**src/rtl/eagu_pkg.sv**
```systemverilog
package eagu_pkg;

    typedef enum logic [3:0] {
        EA_IND      = 4'd0,
        EA_POSTINC  = 4'd1,
        EA_PREDEC   = 4'd2,
        EA_DISP16   = 4'd3,
        EA_INDEX    = 4'd4,
        EA_PC_DISP  = 4'd5,
        EA_PC_INDEX = 4'd6,
        EA_ABS16    = 4'd7,
        EA_ABS32    = 4'd8
    } ea_mode_e;

    typedef enum logic {
        ST_IDLE = 1'b0,
        ST_DONE = 1'b1
    } ctl_state_e;

endpackage

```
**src/rtl/eagu_addr_calc.sv**
```systemverilog
module eagu_addr_calc
    import eagu_pkg::*;
#(
    parameter int AW      = 32,
    parameter int LDISP_W = 16,
    parameter int SDISP_W = 8
) (
    input  logic [3:0]         mode,
    input  logic [1:0]         size,
    input  logic [AW-1:0]      an,
    input  logic [AW-1:0]      xn,
    input  logic               x_long,
    input  logic [AW-1:0]      pc,
    input  logic [LDISP_W-1:0] disp16,
    input  logic [SDISP_W-1:0] disp8,
    input  logic [AW-1:0]      ext,
    output logic [AW-1:0]      ea_c,
    output logic [AW-1:0]      an_c,
    output logic               wb_c
);
    localparam int HALF_W = AW / 2;

    logic [AW-1:0] step;
    logic [AW-1:0] idx;
    logic [AW-1:0] ldisp_x;
    logic [AW-1:0] sdisp_x;
    logic [AW-1:0] abs_short_x;
    logic [AW-1:0] an_dec;

    // Step chosen by operand size: byte 1, word 2, long 4
    always_comb begin
        unique case (size)
            2'b00:   step = AW'(1);
            2'b01:   step = AW'(2);
            default: step = AW'(4);
        endcase
    end

    assign idx         = x_long ? xn : {{(AW-HALF_W){xn[HALF_W-1]}}, xn[HALF_W-1:0]};
    assign ldisp_x     = {{(AW-LDISP_W){disp16[LDISP_W-1]}}, disp16};
    assign sdisp_x     = {{(AW-SDISP_W){disp8[SDISP_W-1]}}, disp8};
    assign abs_short_x = {{(AW-LDISP_W){ext[LDISP_W-1]}}, ext[LDISP_W-1:0]};
    assign an_dec      = an - step;

    always_comb begin
        ea_c = '0;
        an_c = an;
        wb_c = 1'b0;
        unique case (mode)
            EA_IND:      ea_c = an;
            EA_POSTINC: begin
                ea_c = an;
                an_c = an + step;
                wb_c = 1'b1;
            end
            EA_PREDEC: begin
                ea_c = an_dec;
                an_c = an_dec;
                wb_c = 1'b1;
            end
            EA_DISP16:   ea_c = an + ldisp_x;
            EA_INDEX:    ea_c = an + idx + sdisp_x;
            EA_PC_DISP:  ea_c = pc + ldisp_x;
            EA_PC_INDEX: ea_c = pc + idx + sdisp_x;
            EA_ABS16:    ea_c = abs_short_x;
            EA_ABS32:    ea_c = ext;
            default:     ea_c = '0;
        endcase
    end
endmodule

```
**src/rtl/eagu_quick.sv**
```systemverilog
module eagu_quick #(
    parameter int QW = 3
) (
    input  logic [QW-1:0] field,
    input  logic          addsub,
    output logic [QW:0]   value
);
    // A zero field in add/subtract-quick stands for 2**QW
    always_comb begin
        if (addsub && (field == '0)) value = (QW+1)'(1 << QW);
        else                         value = {1'b0, field};
    end
endmodule

```
**src/rtl/eagu_top.sv**
```systemverilog
module eagu_top
    import eagu_pkg::*;
#(
    parameter int AW      = 32,
    parameter int LDISP_W = 16,
    parameter int SDISP_W = 8,
    parameter int QW      = 3
) (
    input  logic               clk,
    input  logic               rst_n,
    input  logic               start,
    input  logic [3:0]         mode,
    input  logic [1:0]         size,
    input  logic [AW-1:0]      an,
    input  logic [AW-1:0]      xn,
    input  logic               x_long,
    input  logic [AW-1:0]      pc,
    input  logic [LDISP_W-1:0] disp16,
    input  logic [SDISP_W-1:0] disp8,
    input  logic [AW-1:0]      ext,
    input  logic [QW-1:0]      quick_field,
    input  logic               quick_addsub,
    output logic               done,
    output logic [AW-1:0]      ea,
    output logic [AW-1:0]      an_next,
    output logic               an_we,
    output logic [QW:0]        quick_val
);
    ctl_state_e    state_q, state_d;
    logic [AW-1:0] ea_c, an_c;
    logic          wb_c, wb_q;
    logic [QW:0]   quick_c;

    eagu_addr_calc #(.AW(AW), .LDISP_W(LDISP_W), .SDISP_W(SDISP_W)) u_calc (
        .mode(mode), .size(size), .an(an), .xn(xn), .x_long(x_long),
        .pc(pc), .disp16(disp16), .disp8(disp8), .ext(ext),
        .ea_c(ea_c), .an_c(an_c), .wb_c(wb_c)
    );

    eagu_quick #(.QW(QW)) u_quick (
        .field(quick_field), .addsub(quick_addsub), .value(quick_c)
    );

    // Next-state logic
    always_comb begin
        state_d = state_q;
        unique case (state_q)
            ST_IDLE: state_d = start ? ST_DONE : ST_IDLE;
            ST_DONE: state_d = start ? ST_DONE : ST_IDLE;
            default: state_d = ST_IDLE;
        endcase
    end

    // State register
    always_ff @(posedge clk) begin
        if (!rst_n) state_q <= ST_IDLE;
        else        state_q <= state_d;
    end

    // Result registers, loaded on each request
    always_ff @(posedge clk) begin
        if (!rst_n) begin
            ea        <= '0;
            an_next   <= '0;
            wb_q      <= 1'b0;
            quick_val <= '0;
        end else if (start) begin
            ea        <= ea_c;
            an_next   <= an_c;
            wb_q      <= wb_c;
            quick_val <= quick_c;
        end
    end

    assign done  = (state_q == ST_DONE);
    assign an_we = done && wb_q;

    logic [AW-1:0] post_gap;
    assign post_gap = an_next - ea;

    AST_DONE_FOLLOWS_START: assert property (@(posedge clk) disable iff (!rst_n)
        start |=> done);
    AST_NO_SPURIOUS_DONE: assert property (@(posedge clk) disable iff (!rst_n)
        !start |=> !done);
    AST_HOLD_WITHOUT_START: assert property (@(posedge clk) disable iff (!rst_n)
        !start |=> $stable(ea) && $stable(an_next));
    AST_POSTINC_STEP: assert property (@(posedge clk) disable iff (!rst_n)
        (start && mode == EA_POSTINC) |=> an_we && ($countones(post_gap) == 1) && (post_gap <= AW'(4)));
    AST_PREDEC_USES_NEW: assert property (@(posedge clk) disable iff (!rst_n)
        (start && mode == EA_PREDEC) |=> an_we && (ea == an_next));
    AST_WE_ONLY_AUTOMOD: assert property (@(posedge clk) disable iff (!rst_n)
        (start && mode != EA_POSTINC && mode != EA_PREDEC) |=> !an_we);
    AST_WE_NEEDS_DONE: assert property (@(posedge clk) disable iff (!rst_n)
        an_we |-> done);
    AST_QUICK_ZERO_IS_EIGHT: assert property (@(posedge clk) disable iff (!rst_n)
        (start && quick_addsub && quick_field == '0) |=> quick_val == (QW+1)'(1 << QW));
endmodule

```
**config.mk**
```make
export PLATFORM = sky130hd
export DESIGN_NAME = eagu_top
export DESIGN_NICKNAME = d
export VERILOG_FILES = /design/src/rtl/eagu_pkg.sv /design/src/rtl/eagu_addr_calc.sv /design/src/rtl/eagu_quick.sv /design/src/rtl/eagu_top.sv
export SDC_FILE = /design/constraint.sdc
export NUM_CORES = 1
export LEC_CHECK = 0
export BUFFER_PORTS_ARGS = -buffer_cell sky130_fd_sc_hd__buf_2
export CORE_ASPECT_RATIO = 1.1
export CORE_UTILIZATION = 50
export CTS_BUF_LIST = sky130_fd_sc_hd__clkbuf_8
export CTS_CLUSTER_SIZE = 28
export DETAILED_ROUTE_END_ITERATION = 6
export HOLD_SLACK_MARGIN = 0.06
export PLACE_DENSITY = 0.84
export SYNTH_ARGS = -nofsm -noshare
export SYNTH_HDL_FRONTEND = slang
export SYNTH_SLANG_ARGS = --single-unit
export TNS_END_PERCENT = 10
```
**constraint.sdc**
```tcl
create_clock -name clk -period 3.75 [get_ports clk]
set_input_delay 0.375 -clock clk [delete_from_list [all_inputs] [get_ports clk]]
set_output_delay 0.375 -clock clk [all_outputs]
set_load 0.05 [all_outputs]
```
==> run metrics, run 1 <==
Fillers=between 2000 and 2500; first-pass GRT wire length=71160 um; H-tree levels=3; CTS buffer count=9; Tcrit/Tclk final=0.9691; asr flop ratio synth=0; TritonCTS clock tree=yes; overall power=approximately 4600 uW; Rel. slew slack=0.3622; core area=22930 um^2; mapped cell area=11710 um^2; Clock Latency Late Sink=0.38 ns; Clock transition at path regs=0.10 ns; register bit count reported by yosys=70; DR DRC count=1; fin cells=2187; Post-CTS Repair Setup Buffers=0; leakage=0.006609 uW; DRT iter0 DRCs=1282; total gr overflow=0; Layout area overhead=24.91%; CP Launch Type=primary input; clock buffer depth=2; Slew @ Worst Pin=0.9533 ns; Syn Nets=1871; Vias=13910; Fmax achieved=about 280 MHz; Worst VDD drop=0.0001690 V; outcome=finished, violations left; final hold violation count=0; gate count after technology mapping=1534; Resize count post-CTS=0; hold crit path type=in -> reg; largest net degree at the start of global routing=50; share of post-route cells with drive strength above 1=0.2687; routed wire length=46130 um; Crit. End Element=flop; Die Wd=147.9 um; vias in the first global route=roughly 13000; GRT Resource Usage Total=0.3817; starting density of the core=0.5108; Final setup violation count=0; standard-cell rows=58; root buf cell=clkbuf_8; Pre-antenna DRT Iters=7; full die area=24040 um^2; layout net count=2219; Port Buffers=235; max-cap violations=0; syn_area_per_cell=~7.6 um^2; initial antenna violation count=1; Vias/cell=~6.4; CP Class=in -> reg; number of hold buffers added after cts=0; Yosys cell types=77; Synth Flop Type=dfxtp_1; Seq/Total Area, Yosys=0.1196; pwr dens=between 300 and 400 nW/um^2; synth warn=0; # IOs=236; Arr. time, crit path=3.90 ns; # diodes=0; Detail Placement HPWL=between 30000 and 40000 um; skew final=0 ns; Post-synth EDFFs=0; most common cell after layout, fill and taps aside=buf_2; drt wl/cell=21.09 um; highest-count cells in the layout ignoring fill and taps=buf_2, buf_4, nand2_1; Die H=162.5 um; GPL Wtd Cong=1.068; crit path max fanout=4; post-route ant nets=0; Inst Count DP=approximately 2200; Max Slew Vio Count=0; fin crit period=3.634 ns; RSZ-0062 raised after global routing=no; Sink Count=70; worst hold margin=0.2541 ns; failing checks=DRC; worst path required time=4.02 ns
[per-stage QoR]
stage                       util  worst slack, ns  instance area, um^2  setup TNS [ns]
after floorplan                -         0.006276                11730               0
after global placement    0.6291          -0.2302                14430          -1.381
after detailed placement  0.6291          -0.2965                14430          -1.812
after CTS                 0.6372           0.1176                14610               0
after global routing      0.6380         0.009099                14630               0
final                     0.6380           0.1160                14630               0
[cells in the mapped netlist, drive strengths merged (10+ instances only)]
master    n  area share
nand2   167       0.054
a21oi   153       0.066
nor2    124       0.040
o21ai   108       0.046
ha      104        0.11
clkbuf   82       0.026
dfxtp    70        0.12
xnor2    69       0.052
fa       67        0.11
xor2     43       0.032
a21o     37       0.024
nor3     34       0.015
nand3    32       0.014
inv      31      0.0099
a31oi    30       0.016
mux2     30       0.029
mux2i    29       0.025
a211oi   24       0.015
a221oi   23       0.017
nand4    23       0.012
nor2b    19       0.010
and3     18      0.0096
buf      17      0.0070
nor4     14      0.0080
o211ai   14      0.0090
or3      14      0.0088
o21bai   13      0.0083
o21a     12      0.0077
nand2b   11      0.0059
a22oi    10      0.0064
[critical path, stage by stage]
cell and delay [ns]:
buf_2 0.12, fa_1 0.49, ha_1 0.23, fa_1 0.46, a21o_1 0.23, a211oi_1 0.24
buf_4 0.17, o21ai_0 0.22, buf_4 0.24, a41oi_2 0.26, nor2_1 0.07, nor3_1 0.17
nor3_1 0.08, a2111oi_1 0.43, a21oi_1 0.11
[path summary, 6_finish.rpt]
kind | depth (start not counted) | slack [ns] | startpoint | endpoint
worst min-delay path | 3 | 0.25 | quick_addsub | quick_val[3]$_SDFFE_PN0P_
worst max register to register | 7 | 2.28 | ea[30]$_SDFFE_PN0P_ | ea[30]$_SDFFE_PN0P_
worst max-delay path | 15 | 0.12 | an[1] | ea[19]$_SDFFE_PN0P_
worst min register to register | 2 | 0.46 | ea[10]$_SDFFE_PN0P_ | ea[10]$_SDFFE_PN0P_
[cell families (layout without fill, tap and decap cells)]
logic type               Yosys count  in the layout  share of synthesized area
AO/OA/AOI/OAI                    503            503                     0.2768
XOR/XNOR                         112            112                    0.08374
adder cells (fa/ha/maj)          171            171                     0.2256
buffers and inverters            131            484                    0.04358
flip-flops                        70             70                     0.1196
multiplexers                      59             59                    0.05362
AND/OR/NAND/NOR                  488            488                     0.1971
[state kept, by name, indices dropped and copies added, names as in the netlist]
signal,count
an_next,32
ea,32
quick_val,4
done,1
wb_q,1
[routing by layer]
metal,GRT usage,vias to the layer above,routed length (um),part of all wire
li1,-,6360,-,-
met5,0,-,10,0.00022
met3,0.05882,164,4679,0.10
met1,0.4708,6508,17510,0.38
met2,0.6316,876,21200,0.46
met4,0.2207,2,2729,0.059
[power by group]
group	leakage (uW)	switching, uW	internal, uW	total (uW)
clock	0.0000892	381	254	636
sequential	0.000574	27.8	786	814
combinational	0.00595	1830	1340	3160
total	0.00661	2240	2380	4610
[area by class of cell]
type	instances	area, um^2	area share
Inverter	32	120.1	0.008209
Multi-Input combinational cell	1333	9827	0.6716
Clock inverter	7	61.31	0.004190
Sequential cell	70	1401	0.09578
Tap cell	300	375.4	0.02565
Clock buffer	9	123.9	0.008466
Timing Repair Buffer	436	2723	0.1861
(Power assumes the default switching activity.)
==> run 2, diff against run 1 <==
--- a/config.mk
+++ b/config.mk
@@ -5,6 +5,7 @@
 export SDC_FILE = /design/constraint.sdc
 export NUM_CORES = 1
 export LEC_CHECK = 0
+export ABC_AREA = 1
 export BUFFER_PORTS_ARGS = -buffer_cell sky130_fd_sc_hd__buf_2
 export CORE_ASPECT_RATIO = 1.1
 export CORE_UTILIZATION = 50
@@ -12,7 +13,8 @@
 export CTS_CLUSTER_SIZE = 28
 export DETAILED_ROUTE_END_ITERATION = 6
 export HOLD_SLACK_MARGIN = 0.06
-export PLACE_DENSITY = 0.84
+export PLACE_DENSITY = 0.82
+export REMOVE_ABC_BUFFERS = 1
 export SYNTH_ARGS = -nofsm -noshare
 export SYNTH_HDL_FRONTEND = slang
 export SYNTH_SLANG_ARGS = --single-unit
==> run metrics, run 2 <==
most common cell after layout, fill and taps aside=nand2_1 (was buf_2); Largest regs=an_next: 32 flops, ea: 32 flops, quick_val: 4 flops (unchanged); Resize count post-CTS=0 (unchanged); Vias=18620 (was 13910); met2 Usage GRT=0.6479 (was 0.6316); total gr overflow=0 (unchanged); post-synth top area cell=nand2_1 (was dfxtp_1); layout net count=3161 (was 2219); setup slack, reg-to-reg=2.89 ns (was 2.28 ns); hold depth=3 (unchanged); leading post-synthesis cells by cell area=nand2_1, inv_1, dfxtp_1 (was dfxtp_1, fa_1, ha_1); skew final=0 ns (unchanged); CP Launch Type=primary input (unchanged); Arr. time, crit path=3.67 ns (was 3.90 ns); cell mode on critical path=nand2_1; Tcrit/Tclk final=0.9093 (was 0.9691); Rel. slew slack=0.2733 (was 0.3622); Final setup violation count=0 (unchanged); top cells by count, synth=nand2_1, inv_1, nor2_1 (was nand2_1, a21oi_1, nor2_1); DRT iter0 DRCs=2297 (was 1282); TritonCTS clock tree=yes (unchanged); M1 GR Usage=0.5779 (was 0.4708); Post-synth EDFFs=0 (unchanged); leakage=0.009167 uW (was 0.006609 uW); clock buffer depth=2 (unchanged); overall power=4870 uW (was 4612 uW); number of hold buffers added after cts=0 (unchanged); Worst VDD drop=0.0001989 V (was 0.0001690 V); PnR worst setup slack=0.3401 ns (was 0.1160 ns); # IOs=236 (unchanged); Yosys cell types=54 (was 77); asr flop ratio synth=0 (unchanged); crit path max fanout=11 (was 4); Worst Hold Path EP=quick_val[2]$_SDFFE_PN0P_ (was quick_val[3]$_SDFFE_PN0P_); pre-CTS setup slack=0.05673 ns (was -0.2965 ns); Detail Placement HPWL=55080 um (was 37760 um); DR DRC count=0 (was 1); outcome=completed (was finished, violations left); share of post-route cells with drive strength above 1=0.1297 (was 0.2687); Fmax achieved=293.3 MHz (was 275.2 MHz); vias in the first global route=17100 (was 13470); RSZ-0062 raised after global routing=no (unchanged); Register Area=1401 um^2 (unchanged); worst path required time=4.01 ns (was 4.02 ns); routed wire length=67080 um (was 46130 um); final hold violation count=0 (unchanged); slowest stage delay, CP=0.45 ns (was 0.49 ns); starting density of the core=0.5086 (was 0.5108); drt wl/cell=20.98 um (was 21.09 um); Clock transition at path regs=0.10 ns (about the same); Setup TNS=0 ns (unchanged); Crit. End Element=flop (unchanged); largest net degree at the start of global routing=97 (was 50); standard-cell rows=65 (was 58); Die Wd=164.9 um (was 147.9 um); initial antenna violation count=2 (was 1); synth warn=0 (unchanged); RR Startpoint=an_next[18]$_SDFFE_PN0P_ (was ea[30]$_SDFFE_PN0P_); Critical Path, Cell by Cell=buf_2, inv_1, nand2_1, buf_4, nand2_1, fa_1, ha_1, buf_4, nand2_1, inv_1, nand2_1, nor3_1, and2_1, nand2_1, nand2_1, nand2_1, nand3_1, nand2_1, o21ai_1, a21oi_1 (was buf_2, fa_1, ha_1, fa_1, a21o_1, a211oi_1, buf_4, o21ai_0, buf_4, a41oi_2, nor2_1, nor3_1, nor3_1, a2111oi_1, a21oi_1); CP Buf/Inv Count=5 (was 3); Synth Flop Type=dfxtp_1 (unchanged); hold crit path type=in -> reg (unchanged); Post-CTS Repair Setup Buffers=0 (unchanged); Fillers=3067 (was 2084); Worst path top cell family by delay=simple AND/OR/NAND/NOR gates (was compound AO/OA/AOI/OAI gates); Slew @ Worst Pin=1.090 ns (was 0.9533 ns); full die area=29890 um^2 (was 24040 um^2); Clock Latency Late Sink=0.39 ns (was 0.38 ns); Sink Count=70 (unchanged); gr busiest metal=met2 (unchanged); slowest library cell on the worst path=fa_1 (unchanged); Max Slew Vio Count=0 (unchanged); top-area cell type share of the netlist area=0.2368 (was 0.1196); gate count after technology mapping=2600 (was 1534); core area=28710 um^2 (was 22930 um^2); Layout area overhead=12.49% (was 24.91%); pwr dens=296.5 nW/um^2 (was 315.2 nW/um^2); CP Depth=20 (was 15); Seq/Total Area, Yosys=0.09598 (was 0.1196); count leader, synth=nand2_1 (unchanged); first-pass GRT wire length=99200 um (was 71160 um); area occupied by multi-input gates=11310 um^2 (was 9827 um^2); Pre-antenna DRT Iters=6 (was 7); max-cap violations=0 (unchanged); highest-count cells in the layout ignoring fill and taps=nand2_1, inv_1, nor2_1, buf_2, nand3_1 (was buf_2, buf_4, nand2_1); GPL Wtd Cong=1.057 (was 1.068); Vias/cell=5.823 (was 6.360); CP Class=in -> reg (unchanged); syn_area_per_cell=5.615 um^2 (was 7.636 um^2); grt met3 use=0.08035 (was 0.05882); post-route ant nets=0 (unchanged); register bit count reported by yosys=70 (unchanged); root buf cell=clkbuf_8 (unchanged); Die H=181.2 um (was 162.5 um); mapped cell area=14600 um^2 (was 11710 um^2); Port Buffers=235 (unchanged); fin crit period=3.410 ns (was 3.634 ns); Reg2Reg Depth=2 (was 7); reg2reg end=an_next[18]$_SDFFE_PN0P_ (was ea[30]$_SDFFE_PN0P_); CTS buffer count=9 (unchanged); hold path startpoint=quick_field[2] (was quick_addsub); H-tree levels=3 (unchanged); GRT Resource Usage Total=0.4468 (was 0.3817)
-- run 2: cell types whose count changed after synthesis, moves of 34 or more --
| cell | change |
|---|---|
| clkbuf_1 | -60 |
| inv_1 | +360 |
| nand3_1 | +182 |
| nor2_1 | +110 |
| a21o_1 | -34 |
| xor2_1 | -37 |
| nand2_1 | +755 |
| xnor2_1 | -61 |
-- run 2: cell type report --
type / instances / area share
clock buffers: 10 / 0.008380
inverters: 406 / 0.09309
repair buffers: 277 / 0.09248
multi-input cells: 2060 / 0.6887
clock inverters: 6 / 0.003809
diodes: 1 / 0.0001524
flip-flops and latches: 70 / 0.08532
well taps: 368 / 0.02803
-- run 2: worst max path at each step --
stage / start / to / slack [ns]
floorplan: mode[0] / ea[8]$_SDFFE_PN0P_ / 0.61
global placement: x_long / ea[28]$_SDFFE_PN0P_ / 0.05
detailed placement: x_long / ea[28]$_SDFFE_PN0P_ / 0.06
CTS: x_long / ea[28]$_SDFFE_PN0P_ / 0.46
global route: x_long / ea[28]$_SDFFE_PN0P_ / 0.14
finish: x_long / ea[29]$_SDFFE_PN0P_ / 0.34
-- run 2: logic make-up (layout without fill, tap and decap cells) --
group,count (synthesis),after routing,share of synthesized area
AND/OR/NAND/NOR,1516,1516,0.4401
buffers and inverters,470,699,0.1298
AO/OA/AOI/OAI,358,358,0.1439
adder cells (fa/ha/maj),171,171,0.1810
flip-flops,70,70,0.09598
XOR/XNOR,14,14,0.008398
multiplexers,1,1,0.0007712
other,0,1,0
-- run 2: metrics by stage --
stage               instances  instance area (um^2)  hold slack (ns)  utilization
finish                   3198                 16420           0.2206       0.5721
global route             3197                 16420           0.2631       0.5720
CTS                      3197                 16420           0.2144       0.5720
floorplan                2536                 14230           0.4491            -
global placement         3181                 16220           0.4486       0.5650
detailed placement       3181                 16220           0.4539       0.5650
-- run 2: per-layer routing --
metal	part of all wire	vias to the layer above
met5	0	-
met4	0.091	0
met3	0.11	252
met2	0.40	1260
met1	0.40	8326
li1	-	8783
-- run 2: worst min-delay path, delay by kind of cell --
| family | cells | cell delay, ns |
|---|---|---|
| buffers and inverters | 1 | 0.08 |
| AND/OR/NAND/NOR | 2 | 0.12 |
-- run 2: power breakdown --
part	internal [uW]	leakage (uW)	total [uW]	switching (uW)
logic	1040	0.00848	3330	2290
clock network	325	0.000105	702	376
registers	798	0.000577	839	41.3
==> run 3, diff against run 2 <==
--- a/config.mk
+++ b/config.mk
@@ -12,9 +12,10 @@
 export CTS_BUF_LIST = sky130_fd_sc_hd__clkbuf_8
 export CTS_CLUSTER_SIZE = 28
 export DETAILED_ROUTE_END_ITERATION = 6
-export HOLD_SLACK_MARGIN = 0.06
+export HOLD_SLACK_MARGIN = 0.03
 export PLACE_DENSITY = 0.82
 export REMOVE_ABC_BUFFERS = 1
+export SETUP_SLACK_MARGIN = 0.4
 export SYNTH_ARGS = -nofsm -noshare
 export SYNTH_HDL_FRONTEND = slang
 export SYNTH_SLANG_ARGS = --single-unit
==> run metrics, run 3 (same netlist as run 2, synthesis figures left out) <==
Arr. time, crit path=3.53 ns (was 3.67 ns); worst path required time=4.02 ns (was 4.01 ns); PnR worst setup slack=0.4866 ns (was 0.3401 ns); highest-count cells in the layout ignoring fill and taps=nand2_1, inv_1, nor2_1, buf_2, nand3_1 (unchanged); TritonCTS clock tree=yes (unchanged); routed wire length=67020 um (was 67080 um); RR Startpoint=an_next[18]$_SDFFE_PN0P_ (unchanged); Crit. End Element=flop (unchanged); Clock Latency Late Sink=0.39 ns (about the same); DRT iter0 DRCs=2365 (was 2297); initial antenna violation count=2 (unchanged); Sink Count=70 (unchanged); Max Slew Vio Count=0 (unchanged); Pre-antenna DRT Iters=6 (unchanged); Final setup violation count=0 (unchanged); starting density of the core=0.5086 (unchanged); crit path max fanout=11 (unchanged); Die H=181.2 um (unchanged); largest net degree at the start of global routing=97 (unchanged); Slew @ Worst Pin=1.084 ns (was 1.090 ns); Vias/cell=5.806 (was 5.823); first-pass GRT wire length=99200 um (unchanged); drt wl/cell=20.96 um (was 20.98 um); layout net count=3161 (unchanged); Port Buffers=235 (unchanged); DR DRC count=0 (unchanged); hold path startpoint=quick_field[2] (unchanged); Post-CTS Repair Setup Buffers=0 (unchanged); skew final=0 ns (unchanged); GPL Wtd Cong=1.057 (unchanged); share of post-route cells with drive strength above 1=0.1304 (was 0.1297); setup slack, reg-to-reg=2.92 ns (was 2.89 ns); GRT Resource Usage Total=0.4468 (unchanged); clock buffer depth=2 (unchanged); RSZ-0062 raised after global routing=yes (was no); core area=28710 um^2 (unchanged); Vias=18570 (was 18620); hold depth=3 (unchanged); Reg2Reg Depth=2 (unchanged); # IOs=236 (unchanged); Layout area overhead=12.56% (was 12.49%); Final Core Density=0.5725 (was 0.5721); most common cell after layout, fill and taps aside=nand2_1 (unchanged); fin crit period=3.263 ns (was 3.410 ns); pre-CTS setup slack=0.05673 ns (unchanged); Detail Placement HPWL=55080 um (unchanged); final hold violation count=0 (unchanged); max-cap violations=0 (unchanged); CP Class=in -> reg (unchanged); Tcrit/Tclk final=0.8702 (was 0.9093); CTS buffer count=9 (unchanged); Worst VDD drop=0.0001980 V (was 0.0001989 V); total gr overflow=0 (unchanged); Rel. slew slack=0.2773 (was 0.2733); Worst Hold Path EP=quick_val[2]$_SDFFE_PN0P_ (unchanged); Fmax achieved=306.4 MHz (was 293.3 MHz); post-route ant nets=0 (unchanged); leakage=0.009168 uW (was 0.009167 uW); H-tree levels=3 (unchanged); hold crit path type=in -> reg (unchanged); full die area=29890 um^2 (unchanged); root buf cell=clkbuf_8 (unchanged); CP Launch Type=primary input (unchanged); pwr dens=296.4 nW/um^2 (was 296.5 nW/um^2); Setup TNS=0 ns (unchanged); overall power=4871 uW (was 4870 uW); Die Wd=164.9 um (unchanged); outcome=completed (unchanged); Clock transition at path regs=0.10 ns (about the same); Largest regs=an_next: 32 flops, ea: 32 flops, quick_val: 4 flops (unchanged); vias in the first global route=17100 (unchanged); standard-cell rows=65 (unchanged); reg2reg end=an_next[18]$_SDFFE_PN0P_ (unchanged)
[run 3: cell counts in the layout (fill, tap and decap cells not counted)]
Identical to the previous run, type by type.
[run 3: worst max-delay path by stage]
stage                                     end     from
final                     ea[29]$_SDFFE_PN0P_   x_long
after global routing      ea[28]$_SDFFE_PN0P_   x_long
after CTS                 ea[28]$_SDFFE_PN0P_   x_long
after detailed placement  ea[28]$_SDFFE_PN0P_   x_long
after global placement    ea[28]$_SDFFE_PN0P_   x_long
after floorplan            ea[8]$_SDFFE_PN0P_  mode[0]
[run 3: final cells by class]
type	instances	area, um^2
clock inverters	6	62.56
fillers	3067	12270
repair buffers	277	1519
diodes	1	2.502
well taps	368	460.4
inverters	406	1529
flip-flops and latches	70	1401
clock buffers	10	137.6
multi-input cells	2060	11320
[run 3: repair_timing]
action / in CTS / in global routing
endpoints found under the setup margin: 0 / 3
gates resized for setup: 0 / 2
hold buffers: 0 / 0
[run 3: worst max-delay path, stage by stage]
cell,delay [ns]
buf_2,0.13
inv_1,0.05
nand2_1,0.20
buf_4,0.23
nand2_1,0.11
fa_1,0.45
ha_1,0.31
buf_4,0.14
nand2_1,0.09
inv_1,0.10
nand2_1,0.19
nor3_2,0.29
and2_1,0.17
nand2_1,0.11
nand2_1,0.11
nand2_1,0.05
nand3_1,0.13
nand2_1,0.07
o21ai_1,0.13
a21oi_1,0.08
[run 3: through the flow]
stage / cells / hold WS, ns / cell area [um^2]
finish: 3198 / 0.2214 / 16430
global route: 3197 / 0.2631 / 16430
CTS: 3197 / 0.2144 / 16420
detailed placement: 3181 / 0.4539 / 16220
global placement: 3181 / 0.4486 / 16220
floorplan: 2536 / 0.4491 / 14230
[run 3: per-layer routing]
layer | up-vias | GRT usage | routed length (um)
met3 | 273 | 0.08035 | 7320
met4 | 0 | 0.3472 | 6240
met2 | 1252 | 0.6479 | 26900
met5 | - | 0.01515 | 0
li1 | 8793 | - | -
met1 | 8250 | 0.5779 | 26550
[run 3: power breakdown]
part	leakage, uW	switching [uW]	internal, uW	total (uW)
Combinational	0.00849	2290	1040	3330
Clock	0.000105	376	325	701
Sequential	0.000577	40.7	798	838
Total	0.00917	2710	2160	4870
